<file path="config.mk">
export PLATFORM = sky130hd
export DESIGN_NAME = alu8_status
export DESIGN_NICKNAME = d
export VERILOG_FILES = /design/src/rtl/alu_pkg.sv /design/src/rtl/alu_arith.sv /design/src/rtl/alu_shift.sv /design/src/rtl/alu_bitops.sv /design/src/rtl/alu8_status.sv
export SDC_FILE = /design/constraint.sdc
export NUM_CORES = 1
export LEC_CHECK = 0
export BUFFER_PORTS_ARGS = -buffer_cell sky130_fd_sc_hd__buf_2
export CORE_MARGIN = 4
export CORE_UTILIZATION = 56
export CTS_CLUSTER_SIZE = 40
export DETAILED_ROUTE_END_ITERATION = 6
export PLACE_DENSITY = 0.8
export SLEW_MARGIN = 20
export SYNTH_ARGS = -nofsm -noshare
export SYNTH_HDL_FRONTEND = slang
export SYNTH_SLANG_ARGS = --single-unit
</file>
<file path="constraint.sdc">
create_clock -name clk_i -period 0.8 [get_ports clk_i]
set_clock_uncertainty 0.2 [all_clocks]
set_input_delay 0.08 -clock clk_i [delete_from_list [all_inputs] [get_ports clk_i]]
set_output_delay 0.08 -clock clk_i [all_outputs]
set_load 0.05 [all_outputs]
</file>
<file path="src/rtl/alu_pkg.sv">
package alu_pkg;
  localparam int unsigned DATA_W = 8;
  localparam int unsigned IMM_W  = 6;
  localparam int unsigned SEL_W  = $clog2(DATA_W);
  localparam int unsigned OP_W   = 5;

  localparam int unsigned F_C = 0;
  localparam int unsigned F_Z = 1;
  localparam int unsigned F_N = 2;
  localparam int unsigned F_V = 3;
  localparam int unsigned F_S = 4;
  localparam int unsigned F_H = 5;
  localparam int unsigned F_T = 6;
  localparam int unsigned F_I = 7;

  typedef enum logic [OP_W-1:0] {
    OP_ADD  = 5'd0,  OP_ADC  = 5'd1,  OP_SUB  = 5'd2,  OP_NEG  = 5'd3,
    OP_INC  = 5'd4,  OP_DEC  = 5'd5,  OP_AND  = 5'd6,  OP_OR   = 5'd7,
    OP_XOR  = 5'd8,  OP_COM  = 5'd9,  OP_LSL  = 5'd10, OP_LSR  = 5'd11,
    OP_ASR  = 5'd12, OP_ROL  = 5'd13, OP_ROR  = 5'd14, OP_SWAP = 5'd15,
    OP_BST  = 5'd16, OP_BLD  = 5'd17, OP_BSET = 5'd18, OP_BCLR = 5'd19,
    OP_ADIW = 5'd20, OP_SRD  = 5'd21, OP_SWR  = 5'd22
  } alu_op_e;

  typedef struct packed {
    logic              hit;
    logic [DATA_W-1:0] res;
    logic [DATA_W-1:0] res_hi;
    logic [DATA_W-1:0] sreg;
  } unit_out_t;
endpackage

</file>
<file path="src/rtl/alu_arith.sv">
module alu_arith
  import alu_pkg::*;
(
  input  logic [OP_W-1:0]   op_i,
  input  logic [DATA_W-1:0] a_i,
  input  logic [DATA_W-1:0] b_i,
  input  logic [IMM_W-1:0]  k_i,
  input  logic [DATA_W-1:0] sreg_i,
  output unit_out_t         out_o
);
  localparam int unsigned HALF = DATA_W / 2;
  localparam int unsigned WW   = 2 * DATA_W;

  logic [DATA_W-1:0] x, y, r;
  logic              cin, inv, upd_ch, v;
  logic [DATA_W:0]   sum;
  logic [HALF:0]     nib;
  logic [WW:0]       wsum;
  logic              wv;

  always_comb begin
    out_o.hit = 1'b1;
    x = a_i; y = b_i; cin = 1'b0; inv = 1'b0; upd_ch = 1'b1;
    case (op_i)
      OP_ADD: ;
      OP_ADC: cin = sreg_i[F_C];
      OP_SUB: begin y = ~b_i; cin = 1'b1; inv = 1'b1; end
      OP_NEG: begin x = '0; y = ~a_i; cin = 1'b1; inv = 1'b1; end
      OP_INC: begin y = DATA_W'(1); upd_ch = 1'b0; end
      OP_DEC: begin y = '1; upd_ch = 1'b0; end
      OP_ADIW: ;
      default: out_o.hit = 1'b0;
    endcase

    sum = {1'b0, x} + {1'b0, y} + {{DATA_W{1'b0}}, cin};
    nib = {1'b0, x[HALF-1:0]} + {1'b0, y[HALF-1:0]} + {{HALF{1'b0}}, cin};
    r   = sum[DATA_W-1:0];
    v   = (x[DATA_W-1] & y[DATA_W-1] & ~r[DATA_W-1]) |
          (~x[DATA_W-1] & ~y[DATA_W-1] & r[DATA_W-1]);

    wsum = {1'b0, b_i, a_i} + {{(WW+1-IMM_W){1'b0}}, k_i};
    wv   = ~b_i[DATA_W-1] & wsum[WW-1];

    out_o.sreg   = sreg_i;
    out_o.res_hi = b_i;
    if (op_i == OP_ADIW) begin
      out_o.res        = wsum[DATA_W-1:0];
      out_o.res_hi     = wsum[WW-1:DATA_W];
      out_o.sreg[F_C]  = wsum[WW];
      out_o.sreg[F_V]  = wv;
      out_o.sreg[F_N]  = wsum[WW-1];
      out_o.sreg[F_Z]  = (wsum[WW-1:0] == '0);
      out_o.sreg[F_S]  = wsum[WW-1] ^ wv;
    end else begin
      out_o.res = r;
      if (upd_ch) begin
        out_o.sreg[F_C] = sum[DATA_W] ^ inv;
        out_o.sreg[F_H] = nib[HALF] ^ inv;
      end
      out_o.sreg[F_V] = v;
      out_o.sreg[F_N] = r[DATA_W-1];
      out_o.sreg[F_Z] = (r == '0);
      out_o.sreg[F_S] = r[DATA_W-1] ^ v;
    end
  end
endmodule

</file>
<file path="src/rtl/alu_shift.sv">
module alu_shift
  import alu_pkg::*;
(
  input  logic [OP_W-1:0]   op_i,
  input  logic [DATA_W-1:0] a_i,
  input  logic [DATA_W-1:0] b_i,
  input  logic [DATA_W-1:0] sreg_i,
  output unit_out_t         out_o
);
  localparam int unsigned MSB  = DATA_W - 1;
  localparam int unsigned HALF = DATA_W / 2;

  logic [DATA_W-1:0] r;
  logic c, v, upd_nz, is_shift;

  always_comb begin
    out_o.hit    = 1'b1;
    out_o.res_hi = b_i;
    out_o.sreg   = sreg_i;
    r = a_i; c = sreg_i[F_C]; v = 1'b0; upd_nz = 1'b1; is_shift = 1'b0;
    case (op_i)
      OP_AND:  r = a_i & b_i;
      OP_OR:   r = a_i | b_i;
      OP_XOR:  r = a_i ^ b_i;
      OP_COM:  begin r = ~a_i; c = 1'b1; end
      OP_LSL:  begin r = {a_i[MSB-1:0], 1'b0}; c = a_i[MSB]; is_shift = 1'b1;
                     out_o.sreg[F_H] = a_i[HALF-1]; end
      OP_LSR:  begin r = {1'b0, a_i[MSB:1]}; c = a_i[0]; is_shift = 1'b1; end
      OP_ASR:  begin r = {a_i[MSB], a_i[MSB:1]}; c = a_i[0]; is_shift = 1'b1; end
      OP_ROL:  begin r = {a_i[MSB-1:0], sreg_i[F_C]}; c = a_i[MSB]; is_shift = 1'b1;
                     out_o.sreg[F_H] = a_i[HALF-1]; end
      OP_ROR:  begin r = {sreg_i[F_C], a_i[MSB:1]}; c = a_i[0]; is_shift = 1'b1; end
      OP_SWAP: begin r = {a_i[HALF-1:0], a_i[MSB:HALF]}; upd_nz = 1'b0; end
      default: begin out_o.hit = 1'b0; upd_nz = 1'b0; end
    endcase
    if (is_shift) v = r[MSB] ^ c;
    out_o.res = r;
    if (upd_nz) begin
      out_o.sreg[F_C] = c;
      out_o.sreg[F_V] = v;
      out_o.sreg[F_N] = r[MSB];
      out_o.sreg[F_Z] = (r == '0);
      out_o.sreg[F_S] = r[MSB] ^ v;
    end
  end
endmodule

</file>
<file path="src/rtl/alu_bitops.sv">
module alu_bitops
  import alu_pkg::*;
(
  input  logic [OP_W-1:0]   op_i,
  input  logic [DATA_W-1:0] a_i,
  input  logic [DATA_W-1:0] b_i,
  input  logic [SEL_W-1:0]  sel_i,
  input  logic [DATA_W-1:0] sreg_i,
  output unit_out_t         out_o
);
  logic [DATA_W-1:0] bld_r, ns;
  logic is_bst, is_bld, is_set, is_clr, is_rd, is_wr;

  assign is_bst = (op_i == OP_BST);
  assign is_bld = (op_i == OP_BLD);
  assign is_set = (op_i == OP_BSET);
  assign is_clr = (op_i == OP_BCLR);
  assign is_rd  = (op_i == OP_SRD);
  assign is_wr  = (op_i == OP_SWR);

  for (genvar i = 0; i < DATA_W; i++) begin : g_bit
    logic here;
    assign here     = (sel_i == SEL_W'(i));
    assign bld_r[i] = (is_bld && here) ? sreg_i[F_T] : a_i[i];
    if (i == F_T) begin : g_t
      assign ns[i] = is_wr ? a_i[i] :
                     (is_set && here) ? 1'b1 :
                     (is_clr && here) ? 1'b0 :
                     is_bst ? a_i[sel_i] : sreg_i[i];
    end else begin : g_o
      assign ns[i] = is_wr ? a_i[i] :
                     (is_set && here) ? 1'b1 :
                     (is_clr && here) ? 1'b0 : sreg_i[i];
    end
  end

  assign out_o.hit    = is_bst | is_bld | is_set | is_clr | is_rd | is_wr;
  assign out_o.res    = is_rd ? sreg_i : bld_r;
  assign out_o.res_hi = b_i;
  assign out_o.sreg   = ns;
endmodule

</file>
<file path="src/rtl/alu8_status.sv">
module alu8_status
  import alu_pkg::*;
(
  input  logic              clk_i,
  input  logic              rst_ni,
  input  logic [4:0]        op_i,
  input  logic [7:0]        a_i,
  input  logic [7:0]        b_i,
  input  logic [5:0]        k_i,
  input  logic [2:0]        sel_i,
  input  logic [7:0]        sreg_i,
  output logic [7:0]        res_o,
  output logic [7:0]        res_hi_o,
  output logic [7:0]        sreg_o
);
  unit_out_t u_ar, u_sh, u_bt;
  logic [DATA_W-1:0] res_d, hi_d, sreg_d;

  alu_arith u_arith (.op_i(op_i), .a_i(a_i), .b_i(b_i), .k_i(k_i),
                     .sreg_i(sreg_i), .out_o(u_ar));
  alu_shift u_shift (.op_i(op_i), .a_i(a_i), .b_i(b_i),
                     .sreg_i(sreg_i), .out_o(u_sh));
  alu_bitops u_bits (.op_i(op_i), .a_i(a_i), .b_i(b_i), .sel_i(sel_i),
                     .sreg_i(sreg_i), .out_o(u_bt));

  always_comb begin
    res_d = a_i; hi_d = b_i; sreg_d = sreg_i;
    if (u_ar.hit) begin
      res_d = u_ar.res; hi_d = u_ar.res_hi; sreg_d = u_ar.sreg;
    end else if (u_sh.hit) begin
      res_d = u_sh.res; hi_d = u_sh.res_hi; sreg_d = u_sh.sreg;
    end else if (u_bt.hit) begin
      res_d = u_bt.res; hi_d = u_bt.res_hi; sreg_d = u_bt.sreg;
    end
  end

  always_ff @(posedge clk_i or negedge rst_ni) begin
    if (!rst_ni) begin
      res_o    <= '0;
      res_hi_o <= '0;
      sreg_o   <= '0;
    end else begin
      res_o    <= res_d;
      res_hi_o <= hi_d;
      sreg_o   <= sreg_d;
    end
  end
endmodule

</file>
==> results of run 1 <==
## metrics by stage
stage	util	cells	worst slack, ns	hold WS (ns)
floorplan	-	504	-2.66	-0.416
global placement	0.902	811	-2.70	-0.176
detailed placement	0.902	811	-3.00	-0.173
## kinds of logic after synthesis
group / after synthesis / share of synthesized area
AO/OA/AOI/OAI: 171 / 0.310
XOR/XNOR: 19 / 0.0442
adder cells (fa/ha/maj): 36 / 0.128
buffers and inverters: 59 / 0.0688
flip-flops: 24 / 0.160
multiplexers: 12 / 0.0386
AND/OR/NAND/NOR: 183 / 0.252
## Yosys cell counts (5+ instances only)
library cell | count | area, um^2
nand2_1 | 50 | 188
a21oi_1 | 45 | 225
nor2_1 | 39 | 146
ha_1 | 32 | 400
inv_1 | 25 | 93.8
dfrtp_1 | 24 | 601
o21ai_0 | 20 | 100
clkbuf_1 | 19 | 71.3
nor3_1 | 18 | 90.1
nand3_1 | 17 | 85.1
o22ai_1 | 15 | 93.8
xnor2_1 | 15 | 131
mux2i_1 | 10 | 100
a31oi_1 | 9 | 56.3
a211oi_1 | 8 | 60.1
a211o_1 | 7 | 61.3
o211ai_1 | 7 | 52.6
o21ai_1 | 7 | 35.0
and3_1 | 6 | 37.5
buf_2 | 6 | 30.0
nand3b_1 | 6 | 45.0
nand4_1 | 6 | 37.5
nor2b_1 | 6 | 37.5
a22oi_1 | 5 | 37.5
nand2b_1 | 5 | 31.3
nor3b_1 | 5 | 37.5
==> results list, run 1 <==
* Error: [ERROR DPL-0038] Utilization greater than 100%, impossible to legalize
- Number of buffers on the longest clock path: 2
- Gate count of the mapped netlist: 504
- Clock tree synthesis inserted a total of 3 buffers.
* Post-synth EDFFs: 0
- Number of input and output port buffers inserted: 63
- For this configuration, the core starts out at a cell density of 0.586.
* Global placer's final weighted congestion: 1.09
- Post-Syn Area per Cell: 7.47 um^2
- After floorplanning, the core was divided into 29 placement rows.
* Number of buffers added for setup after CTS: 17
- Cell area reported after detailed placement: 5790 um^2
- H-tree depth: 1
* Die width: 90.0 um
- Step where the flow halted: clock tree synthesis (4_1_cts)
* Total of flip-flops plus latches after synthesis: 24
- The number of hold buffers added after CTS was 1.
- Share of flip-flops with an asynchronous set or reset after synthesis: 1.00
- DPL Wire Length: 14700 um
- Seq/Total Area, Yosys: 0.160
* Number of gates given a new drive strength after cts: 124
- Synthesis produced a netlist with a net count of 580.
- Counting distinct cell types in the post-synthesis netlist gives 74.
- The die is 90.0 um tall.
- Clk sinks: 24
* Run status: aborted with a tool error
- For this run, the leading register cell type out of synthesis is dfrtp_1.
- Yosys Warn Count: 0
- I/O pin cnt: 64
- The tree is rooted in a clkbuf_8.
- After synthesis the cells add up to 3760 um^2.
==> run 2: changes to the inputs <==
--- a/config.mk
+++ b/config.mk
@@ -7,10 +7,9 @@
 export LEC_CHECK = 0
 export BUFFER_PORTS_ARGS = -buffer_cell sky130_fd_sc_hd__buf_2
 export CORE_MARGIN = 4
-export CORE_UTILIZATION = 56
-export CTS_CLUSTER_SIZE = 40
+export CORE_UTILIZATION = 40
 export DETAILED_ROUTE_END_ITERATION = 6
-export PLACE_DENSITY = 0.8
+export PLACE_DENSITY_LB_ADDON = 0.15
 export SLEW_MARGIN = 20
 export SYNTH_ARGS = -nofsm -noshare
 export SYNTH_HDL_FRONTEND = slang
==> results list, run 2 <==
- Run status: finished with violations
- The checks that failed: hold timing, setup timing.
* Switching share of power: 0.405
- Detailed-route vias per instance: 5.87
- The total area inside the core boundary comes to 9200 um^2.
- Top cell type's share of synthesized area: 0.160
- For this run, design rule violations remaining after detail routing come to 0.
- Yosys top cell by area: dfrtp_1
- Post-Syn Area per Cell: 7.47 um^2
- Number of input and output port buffers inserted: 63
- Height of the die: 105 um
* Relative slew margins: 0.519
- Overflow left after global routing: 0
- Maximum fanout encountered on the critical timing path: 4
- Worst Hold Margin: -0.0318 ns
- The worst path in the final design needs a cycle of 3.29 ns, including I/O delays and setup.
- Worst min path class: in2reg
- The area growth from synthesis to layout is 88.7%.
- Worst setup path category: in2reg
- Across the VDD grid, the largest voltage drop is 669 uV.
* Combinational fraction of design power: 0.664
- Gate count of the mapped netlist: 504
* Clock tree from TritonCTS: built
- H-tree depth: 1
- Sort of element at the end of the critical path: flop
* Die width: 105 um
- The count of cells in the finished layout, fillers not included, comes to 895.
- The number of global-route vias before repair was 5107.
- Sequential group share of total power: 0.194
- The floorplan step defined a die boundary enclosing 11000 um^2.
- Clock edge transition at the registers on the reported setup and hold paths: 0.09 ns
- The count of nets left with antenna violations once routing finished came out at 0.
- Number of endpoints with negative hold slack in the final report: 3
- Most frequent cell after synthesis: nand2_1
* Final routed wirelength across all metal layers: 18000 um
- Count of TritonRoute iterations in the first routing pass: 7
* Mean routed wirelength per cell: 20.1 um
- Type of origin of the critical path: input port
- After the first detailed-routing iteration, the DRC count stood at 388.
- Internal power comes to 4.43 mW.
- Commonest cells after routing, fill and taps aside: 202 x buf_4, 66 x buf_6, 43 x nand2_1
* Share of flip-flops with an asynchronous set or reset after synthesis: 1.00
* Most common library cell in the layout ignoring fill and taps: buf_4
- Total of flip-flops plus latches after synthesis: 24
* Ratio of cells with drive above 1 in the final layout: 0.564
* Biggest area contributors in the synthesized netlist: dfrtp_1 16%, ha_1 11%, a21oi_1 6.0%, nand2_1 5.0%, nor2_1 3.9%
- Syn Nets: 580
* Clock network power share: 0.143
* Clk sinks: 24
- Switching pwr: 3.02 mW
- All-Layer GR Usage: 0.310
* DPL Wire Length: 13800 um
- I/O pin cnt: 64
* Summed instance area of the synthesized netlist: 3760 um^2
- TritonCTS Buffers: 3
* Number of buffers on the longest clock path: 2
- Data on the critical path arrives at its endpoint at 3.29 ns.
- Data required time of the worst path: 0.80 ns
- In this run the core area contains 35 standard-cell rows.
- Regs by FF count: res_hi_o: 8 flops, res_o: 8 flops, sreg_o: 8 flops
* Global-route wire length before repair: 27300 um
- Across all setup checks in the final design, the least slack found is -2.49 ns.
- Number of max-cap violations: 0
- Post-synth EDFFs: 0
- Seq/Total Area, Yosys: 0.160
- Top FF cell, synth: dfrtp_1
* Cell types with the highest counts after synthesis: 50 x nand2_1, 45 x a21oi_1, 39 x nor2_1
- Number of nets in the final layout: 861
- Clk Tree Root Cell: clkbuf_8
* Number of vias in the routed layout: 5251
- Setup violations remaining at the end of the flow were counted as 48.
* Accumulated negative setup slack: -44.52 ns
* Yosys Warn Count: 0
- Post-CTS Hold Buffers: 1
- Effective utilization at floorplan: 0.409
- Entering global routing, the biggest net connects 25 pins.
- Antenna diode count: 0
- For this design the static power due to leakage is 3.22 nW.
* Synth unique cells: 74
* Slew Limit Fails: 0
- In the finished design, the share of the clock period the worst path needs comes to 4.12.
- Slew of the pin with the lowest slew margin: 0.704 ns
* Fmax: 304 MHz
- Global placer's final weighted congestion: 0.966
- Placed cells: 853
* Power density relative to cell area: 1050 nW/um^2
- Antenna violations before repair: 0
- Setup repair after global routing missed its margin: true
* Post-layout total power: 7.45 mW
[run 2: power by group through the flow]
stage	Clock [mW]	Combinational [mW]	Sequential [mW]
floorplan	0	1.65	1.94
global placement	0	3.78	1.43
detailed placement	0	3.80	1.43
CTS	1.08	4.58	1.44
global route	1.11	5.21	1.46
finish	1.06	4.94	1.44
[run 2: worst paths after layout]
path | from | end | slack [ns] | cells past startpoint
max | op_i[1] | sreg_o[1] | -2.49 | 18
min | sreg_i[5] | sreg_o[5] | -0.03 | 3
max in group asynchronous | rst_ni | res_hi_o[1] | 0.16 | 3
min in group asynchronous | rst_ni | sreg_o[7] | 0.07 | 3
[run 2: logic make-up (layout without fill, tap and decap cells)]
kind of cell             count (synthesis)  in the layout  share of synthesized area
AO/OA/AOI/OAI                          171            171                      0.310
XOR/XNOR                                19             19                     0.0442
adder cells (fa/ha/maj)                 36             36                      0.128
buffers and inverters                   59            339                     0.0688
flip-flops                              24             24                      0.160
multiplexers                            12             12                     0.0386
AND/OR/NAND/NOR                        183            183                      0.252
[run 2: timing repair]
action	4_1_cts	5_1_grt
pin swaps	49	43
buffers inserted	24	23
hold endpoints to repair	28	2
gates resized for setup	140	74
endpoints found under the setup margin	48	48
[run 2: layout make-up]
| type | count | area [um^2] |
|---|---|---|
| clock buffer | 3 | 41.3 |
| clock inverter | 1 | 30.0 |
| fill | 663 | 2090 |
| inverter | 26 | 100 |
| multi-input combinational | 421 | 3520 |
| sequential | 24 | 629 |
| tap | 111 | 139 |
| timing repair buffer | 309 | 2640 |
[run 2: per-layer routing]
metal | global-route usage | up-vias | share of wire | routed length [um]
li1 | - | 2432 | - | -
met1 | 0.411 | 2475 | 0.41 | 7410
met2 | 0.522 | 291 | 0.46 | 8340
met3 | 0.0358 | 53 | 0.079 | 1430
met4 | 0.102 | 0 | 0.044 | 788
met5 | 0 | - | 0 | 0
[run 2: metrics by stage]
stage / cell area, um^2 / hold slack (ns) / utilization / setup WS (ns)
3_5_place_dp: 5890 / -0.166 / 0.641 / -2.75
5_1_grt: 7100 / -0.0372 / 0.773 / -2.60
3_3_place_gp: 5890 / -0.173 / 0.641 / -2.70
2_1_floorplan: 4120 / -0.416 / - / -2.66
6_report: 7100 / -0.0318 / 0.773 / -2.49
4_1_cts: 6690 / -0.0445 / 0.728 / -2.43
[run 2: critical path: stages]
cell and delay, ns:
buf_8 0.09, buf_6 0.11, mux2i_1 0.19, nand2_1 0.15, a21oi_1 0.19, nand2_1 0.10
ha_1 0.28, a21o_1 0.12, a21oi_2 0.06, o21bai_1 0.17, a21oi_2 0.08, o21bai_1 0.18
a21oi_2 0.10, fa_2 0.57, nor3b_2 0.18, nand4_1 0.12, o41ai_2 0.32, o211a_1 0.20
Note: power is estimated with default switching activity, not from simulation.
==> run 3: changes to the inputs <==
--- a/config.mk
+++ b/config.mk
@@ -5,6 +5,7 @@
 export SDC_FILE = /design/constraint.sdc
 export NUM_CORES = 1
 export LEC_CHECK = 0
+export ABC_AREA = 1
 export BUFFER_PORTS_ARGS = -buffer_cell sky130_fd_sc_hd__buf_2
 export CORE_MARGIN = 4
 export CORE_UTILIZATION = 40
==> results list, run 3 <==
- All-Layer GR Usage: 0.327
- DRC violation total after the first TritonRoute iteration: 453
- Setup violations remaining at the end of the flow were counted as 48.
- The flow ran to the end, but the final reports show violations.
- STA puts the critical path data required time at 0.82 ns.
- The multi-input combinational cells in the finished layout cover a total of 3690 um^2.
* Summed instance area of the synthesized netlist: 4110 um^2
- Clock tree from TritonCTS: built
- In this run the deepest clock path goes through 2 buffers.
- Summed over all cells, the static leakage comes to 3.82 nW.
- Synth unique cells: 45
* Drt drc: 0
- Row generation in the floorplan step produced 36 rows.
- Global-route wire length before repair: 30100 um
* Setup repair after global routing missed its margin: true
- Overflow left after global routing: 0
- In this run the clock root is driven by a clkbuf_8.
- Across the VDD grid, the largest voltage drop is 1090 uV.
- Remaining antenna violation count after routing: 0
* H-tree depth: 1
* Slew Limit Fails: 0
- Counting flops with a built-in enable in the synthesized netlist gives 0.
- Area of the core region: 9910 um^2
- The largest total area in the synthesized netlist belongs to nand2_1.
- A synthesized cell averages 5.91 um^2.
- After detailed routing, the average wire length per cell comes to 18.0 um.
- Number of vias in the routed layout: 6046
- Worst Hold Margin: -0.105 ns
- Filler cell count: 795
- In the routed layout, each cell is associated on average with a via count of 5.39.
- Via count of the first global-routing pass: 5905
- Arrival time worst endpoint: 3.07 ns
* Accumulated negative setup slack: -42.40 ns
- Antenna diode count: 0
- I/O pin cnt: 64
* Antenna violations before repair: 0
* Fmax: 327 MHz
* Sort of element at the end of the critical path: flop
* Biggest area contributors in the synthesized netlist: nand2_1 18%, dfrtp_1 15%, ha_1 9.7%, nor2_1 7.8%, inv_1 7.3%
- The die covers 12000 um^2.
- Leaving out fill and tap cells, the most frequent cell in the layout is buf_4.
- Slew of the pin with the lowest slew margin: 0.338 ns
* Violations in the final reports: hold timing, setup timing
- Post-Layout Inst Area: 7420 um^2
* Effective utilization at floorplan: 0.415
- Final routed wirelength across all metal layers: 20200 um
- Once placement finished, the instance area stood at 6330 um^2.
- Number of input and output port buffers inserted: 63
* Worst min path class: in2reg
* Count of TritonRoute iterations in the first routing pass: 6
- Prior to clock tree synthesis, the placed netlist has a worst setup slack of -2.66 ns.
* Number of endpoints with negative hold slack in the final report: 1
- In the final layout, the share of cells above drive strength 1 is 0.473.
- In the synthesized netlist, the cells that appear most often are 194 x nand2_1, 85 x nor2_1, 80 x inv_1.
- The worst setup path is launched from an input port.
- Regs by FF count: res_hi_o: 8 flops, res_o: 8 flops, sreg_o: 8 flops
- Once routing completed, OpenROAD measured the worst setup slack at -2.25 ns.
- Largest net degree at the start of global routing: 25
- Gate count of the mapped netlist: 696
- Clock edge transition at the registers on the reported setup and hold paths: 0.10 ns
- DPL Wire Length: 15800 um
- Number of nets in the final layout: 1066
- Synthesis-to-finish area growth: 80.6%
- Syn Nets: 772
- Top cell type's share of synthesized area: 0.177
- Commonest cells after routing, fill and taps aside: 221 x buf_4, 171 x nand2_1, 76 x nor2_1
- Final cycle utilization of the critical path: 3.82
- Post-CTS Hold Buffers: 1
- Across the run, the number of max-cap violations was 0.
- Die width: 109 um
- Height of the die: 109 um
- After synthesis, the share of flip-flops with an asynchronous set or reset is 1.00.
- Minimum clock period after layout: 3.05 ns
- Buffers inserted during clock tree synthesis total 3.
* Global placer's final weighted congestion: 1.01
- By instance count, the leading cell after synthesis is nand2_1.
- Top FF cell, synth: dfrtp_1
* Clk sinks: 24
- In this run, synthesis produced a sequential element count of 24.
- Relative slew margins: 0.774
* Power density relative to cell area: 1050 nW/um^2
- By startpoint and endpoint, the worst setup path is classified as in2reg.
* Maximum fanout encountered on the critical timing path: 7
- For this run, the register share of the synthesized area comes to 0.146.
- FF+latch area: 629 um^2
- Yosys Warn Count: 0
- Post-layout utilization of the core: 0.749
[run 3: layout make-up]
class                   instances  share of cell area
clock buffers                   3             0.00556
clock inverters                 1             0.00404
inverters                      93              0.0512
multi-input cells             561               0.497
flip-flops and latches         24              0.0848
well taps                     133              0.0224
repair buffers                307               0.335
[run 3: path summary, 6_finish.rpt]
check,startpoint,endpoint,slack (ns),cells past startpoint
worst max-delay path,op_i[1],sreg_o[1],-2.25,20
worst min-delay path,sreg_i[7],sreg_o[7],-0.10,3
max in group asynchronous,rst_ni,sreg_o[0],0.17,3
min in group asynchronous,rst_ni,sreg_o[2],0.06,3
[run 3: through the flow]
stage,std cells,power [mW]
after floorplan,696,3.60
final,1122,7.76
after detailed placement,1085,5.53
after CTS,1109,7.32
after global placement,1085,5.50
after global routing,1122,8.12
[run 3: power breakdown]
| part | switching, mW | internal (mW) |
|---|---|---|
| registers | 0.0713 | 1.39 |
| clock network | 0.437 | 0.671 |
| logic | 2.89 | 2.31 |
| total | 3.40 | 4.37 |
[run 3: layer usage]
layer,share of wire,GRT usage,vias up
li1,-,-,2894
met1,0.39,0.417,2753
met2,0.46,0.553,322
met3,0.11,0.0652,77
met4,0.045,0.108,0
met5,0,0,-
[run 3: timing repair]
item	in CTS	in global routing
pin swaps	36	26
buffers inserted	19	13
endpoints found under the setup margin	48	48
gates resized for setup	147	45
hold endpoints to repair	25	1
[run 3: worst max-delay path, cell delays in order]
cell	delay, ns
buf_12	0.12
nand2_4	0.08
nor2_4	0.05
nand2_4	0.11
clkinv_4	0.08
a221oi_4	0.26
o21ai_2	0.10
fa_2	0.41
buf_4	0.15
buf_6	0.10
fa_2	0.38
xnor2_2	0.27
nand2_2	0.12
nor4_2	0.28
nand3_1	0.10
nor2_1	0.10
a21oi_1	0.07
nand2_1	0.07
inv_1	0.04
nor2_1	0.10
[run 3: cells by family after synthesis]
kind of cell / count (synthesis) / synth area share
compound gates: 127 / 0.179
xor+xnor: 13 / 0.0277
fa+ha+maj: 36 / 0.117
buf+inv: 111 / 0.111
flops: 24 / 0.146
mux: 1 / 0.00243
simple gates: 384 / 0.417
==> run 4: changes to the inputs <==
--- a/config.mk
+++ b/config.mk
@@ -11,7 +11,9 @@
 export CORE_UTILIZATION = 40
 export DETAILED_ROUTE_END_ITERATION = 6
 export PLACE_DENSITY_LB_ADDON = 0.15
+export SKIP_CTS_REPAIR_TIMING = 1
 export SLEW_MARGIN = 20
 export SYNTH_ARGS = -nofsm -noshare
 export SYNTH_HDL_FRONTEND = slang
 export SYNTH_SLANG_ARGS = --single-unit
+export TNS_END_PERCENT = 5
==> results list, run 4 (synthesized netlist as in run 3, its figures left out) <==
- Final routed wirelength across all metal layers: 19000 um
- For this run, the post-layout net count is 1036.
* Count of TritonRoute iterations in the first routing pass: 5
- Power density relative to cell area: 1050 nW/um^2
- Setup violations remaining at the end of the flow were counted as 48.
- Dividing the final minimum period by the clock period gives 3.88.
- Slew Limit Fails: 0
* Violations in the final reports: hold timing, setup timing
- In the detailed route, the total length drawn on met2 is 8870 um.
- The die covers 12000 um^2.
* Global-route wire length before repair: 28700 um
* Slew of the pin with the lowest slew margin: 0.565 ns
- Most common library cell in the layout ignoring fill and taps: buf_4
* Worst hold path startpoint: sreg_i[7]
- Pre-CTS setup slack: -2.72 ns
- Top routing layer in use: met4
- Clk sinks: 24
- The final-report hold violation count was 2.
* Via count of the first global-routing pass: 5535
- Summed over all nets, wire length on met3 after detailed routing comes to 1400 um.
* DRC violation total after the first TritonRoute iteration: 400
- Detailed-route wire length on metal 1: 8060 um
- Dividing the detail-routed wire length by the instance count gives 17.4 um.
* Post-layout total power: 7.03 mW
- Least setup slack across all paths after layout: -2.31 ns
- TritonCTS built the clock tree.
- In this run the core area contains 36 standard-cell rows.
- Largest net degree at the start of global routing: 25
- Die width: 109 um
- Based on the critical path, the design can be clocked at up to 322 MHz.
- For this design the static power due to leakage is 3.58 nW.
- Worst Hold Margin: -0.0896 ns
* Number of input and output port buffers inserted: 63
- TritonCTS Buffers: 3
- For the worst setup path, the data required time is 0.77 ns.
- Overflow left after global routing: 0
- DPL Wire Length: 15900 um
* All-Layer GR Usage: 0.313
- STA classifies the critical path endpoint as a flop.
* Remaining antenna violation count after routing: 0
- In this run the vertical extent of the chip is 109 um.
* Antenna violations before repair: 0
- Maximum fanout encountered on the critical timing path: 5
* Clock edge transition at the registers on the reported setup and hold paths: 0.09 ns
- The worst path in the final design needs a cycle of 3.11 ns, including I/O delays and setup.
- In the final layout, the share of cells above drive strength 1 is 0.372.
- The routed layout has 5765 vias.
* Number of buffers on the longest clock path: 2
- Run status: finished with violations
* Worst setup path category: in2reg
- For the worst setup path, the data arrival time is 3.08 ns.
* Global placer's final weighted congestion: 0.998
- The min-delay analysis places its worst path in the category in2reg.
- Counting instances, the worst hold path has a depth of 3.
* Relative slew margins: 0.622
* I/O pin cnt: 64
- Synthesis-to-finish area growth: 62.3%
- Detailed-route vias per instance: 5.28
- Setup repair after global routing could not meet its margin everywhere.
- The library cells used most frequently in the layout, excluding fill and tap cells, are 207 x buf_4, 189 x nand2_1, 81 x nor2_1.
- In this run the number of H-tree levels came out at 1.
- STA classifies the critical path startpoint as an input port.
- The initial utilization of the core area, before any placement, comes to 0.415.
- Number of max-cap violations: 0
* Antenna diode count: 0
- Area of the core region: 9910 um^2
- Clk Tree Root Cell: clkbuf_8
- The largest registers in the layout are res_hi_o: 8 flops, res_o: 8 flops, sreg_o: 8 flops.
- Peak ir drop on the vdd network: 1020 uV
- Drt drc: 0
- Hold Path Sink: sreg_o[7]
-- run 4: stage by stage --
step                std cells   util  setup TNS [ns]  hold slack [ns]  instance area [um^2]
finish                   1092  0.673          -39.90          -0.0896                  6670
global route             1092  0.673          -43.20          -0.0837                  6670
CTS                      1080  0.623          -45.10           -0.471                  6170
detailed placement       1076  0.616          -44.56           -0.173                  6100
global placement         1076  0.616          -42.33           -0.174                  6100
floorplan                 696      -          -34.74           -0.416                  4190
-- run 4: power by group --
| part | total [mW] | switching (mW) | internal, mW | leakage, nW |
|---|---|---|---|---|
| registers | 1.43 | 0.0690 | 1.36 | 0.283 |
| logic | 4.53 | 2.56 | 1.97 | 3.26 |
| clock network | 1.07 | 0.401 | 0.670 | 0.0357 |
| total | 7.03 | 3.03 | 4.00 | 3.58 |
-- run 4: worst max-delay path by stage --
stage / slack (ns) / cells past startpoint / to / from
floorplan: -2.47 / 26 / sreg_o[1] / op_i[1]
global placement: -2.57 / 24 / sreg_o[1] / op_i[1]
detailed placement: -2.72 / 25 / sreg_o[1] / op_i[0]
CTS: -2.44 / 25 / sreg_o[1] / op_i[0]
global route: -2.46 / 26 / sreg_o[1] / op_i[0]
finish: -2.31 / 24 / sreg_o[1] / op_i[4]
-- run 4: cell type report --
type                       count  area (um^2)
clock buffer                   3         41.3
timing repair buffer         277         2170
clock inverter                 1         30.0
inverter                      93          362
sequential                    24          601
fill                         887         3240
multi-input combinational    561         3300
tap                          133          166
-- run 4: critical path: stages --
cell      delay (ns)
buf_4           0.16
buf_4           0.15
inv_4           0.05
nand2_1         0.10
nor2_2          0.25
nor3_2          0.09
a21oi_1         0.14
ha_1            0.29
a21oi_2         0.16
nand2_2         0.07
nand2_1         0.05
nand2_1         0.06
a21oi_2         0.16
o21bai_1        0.10
a21oi_2         0.17
fa_1            0.46
inv_2           0.08
nor4_2          0.04
nand3_1         0.08
nor2_1          0.05
a21oi_1         0.13
nand2_1         0.06
inv_1           0.05
nor2_1          0.04
-- run 4: layer usage --
metal / up-vias / global-route usage
li1: 2819 / -
met1: 2652 / 0.414
met2: 245 / 0.520
met3: 49 / 0.0388
met4: 0 / 0.116
met5: - / 0
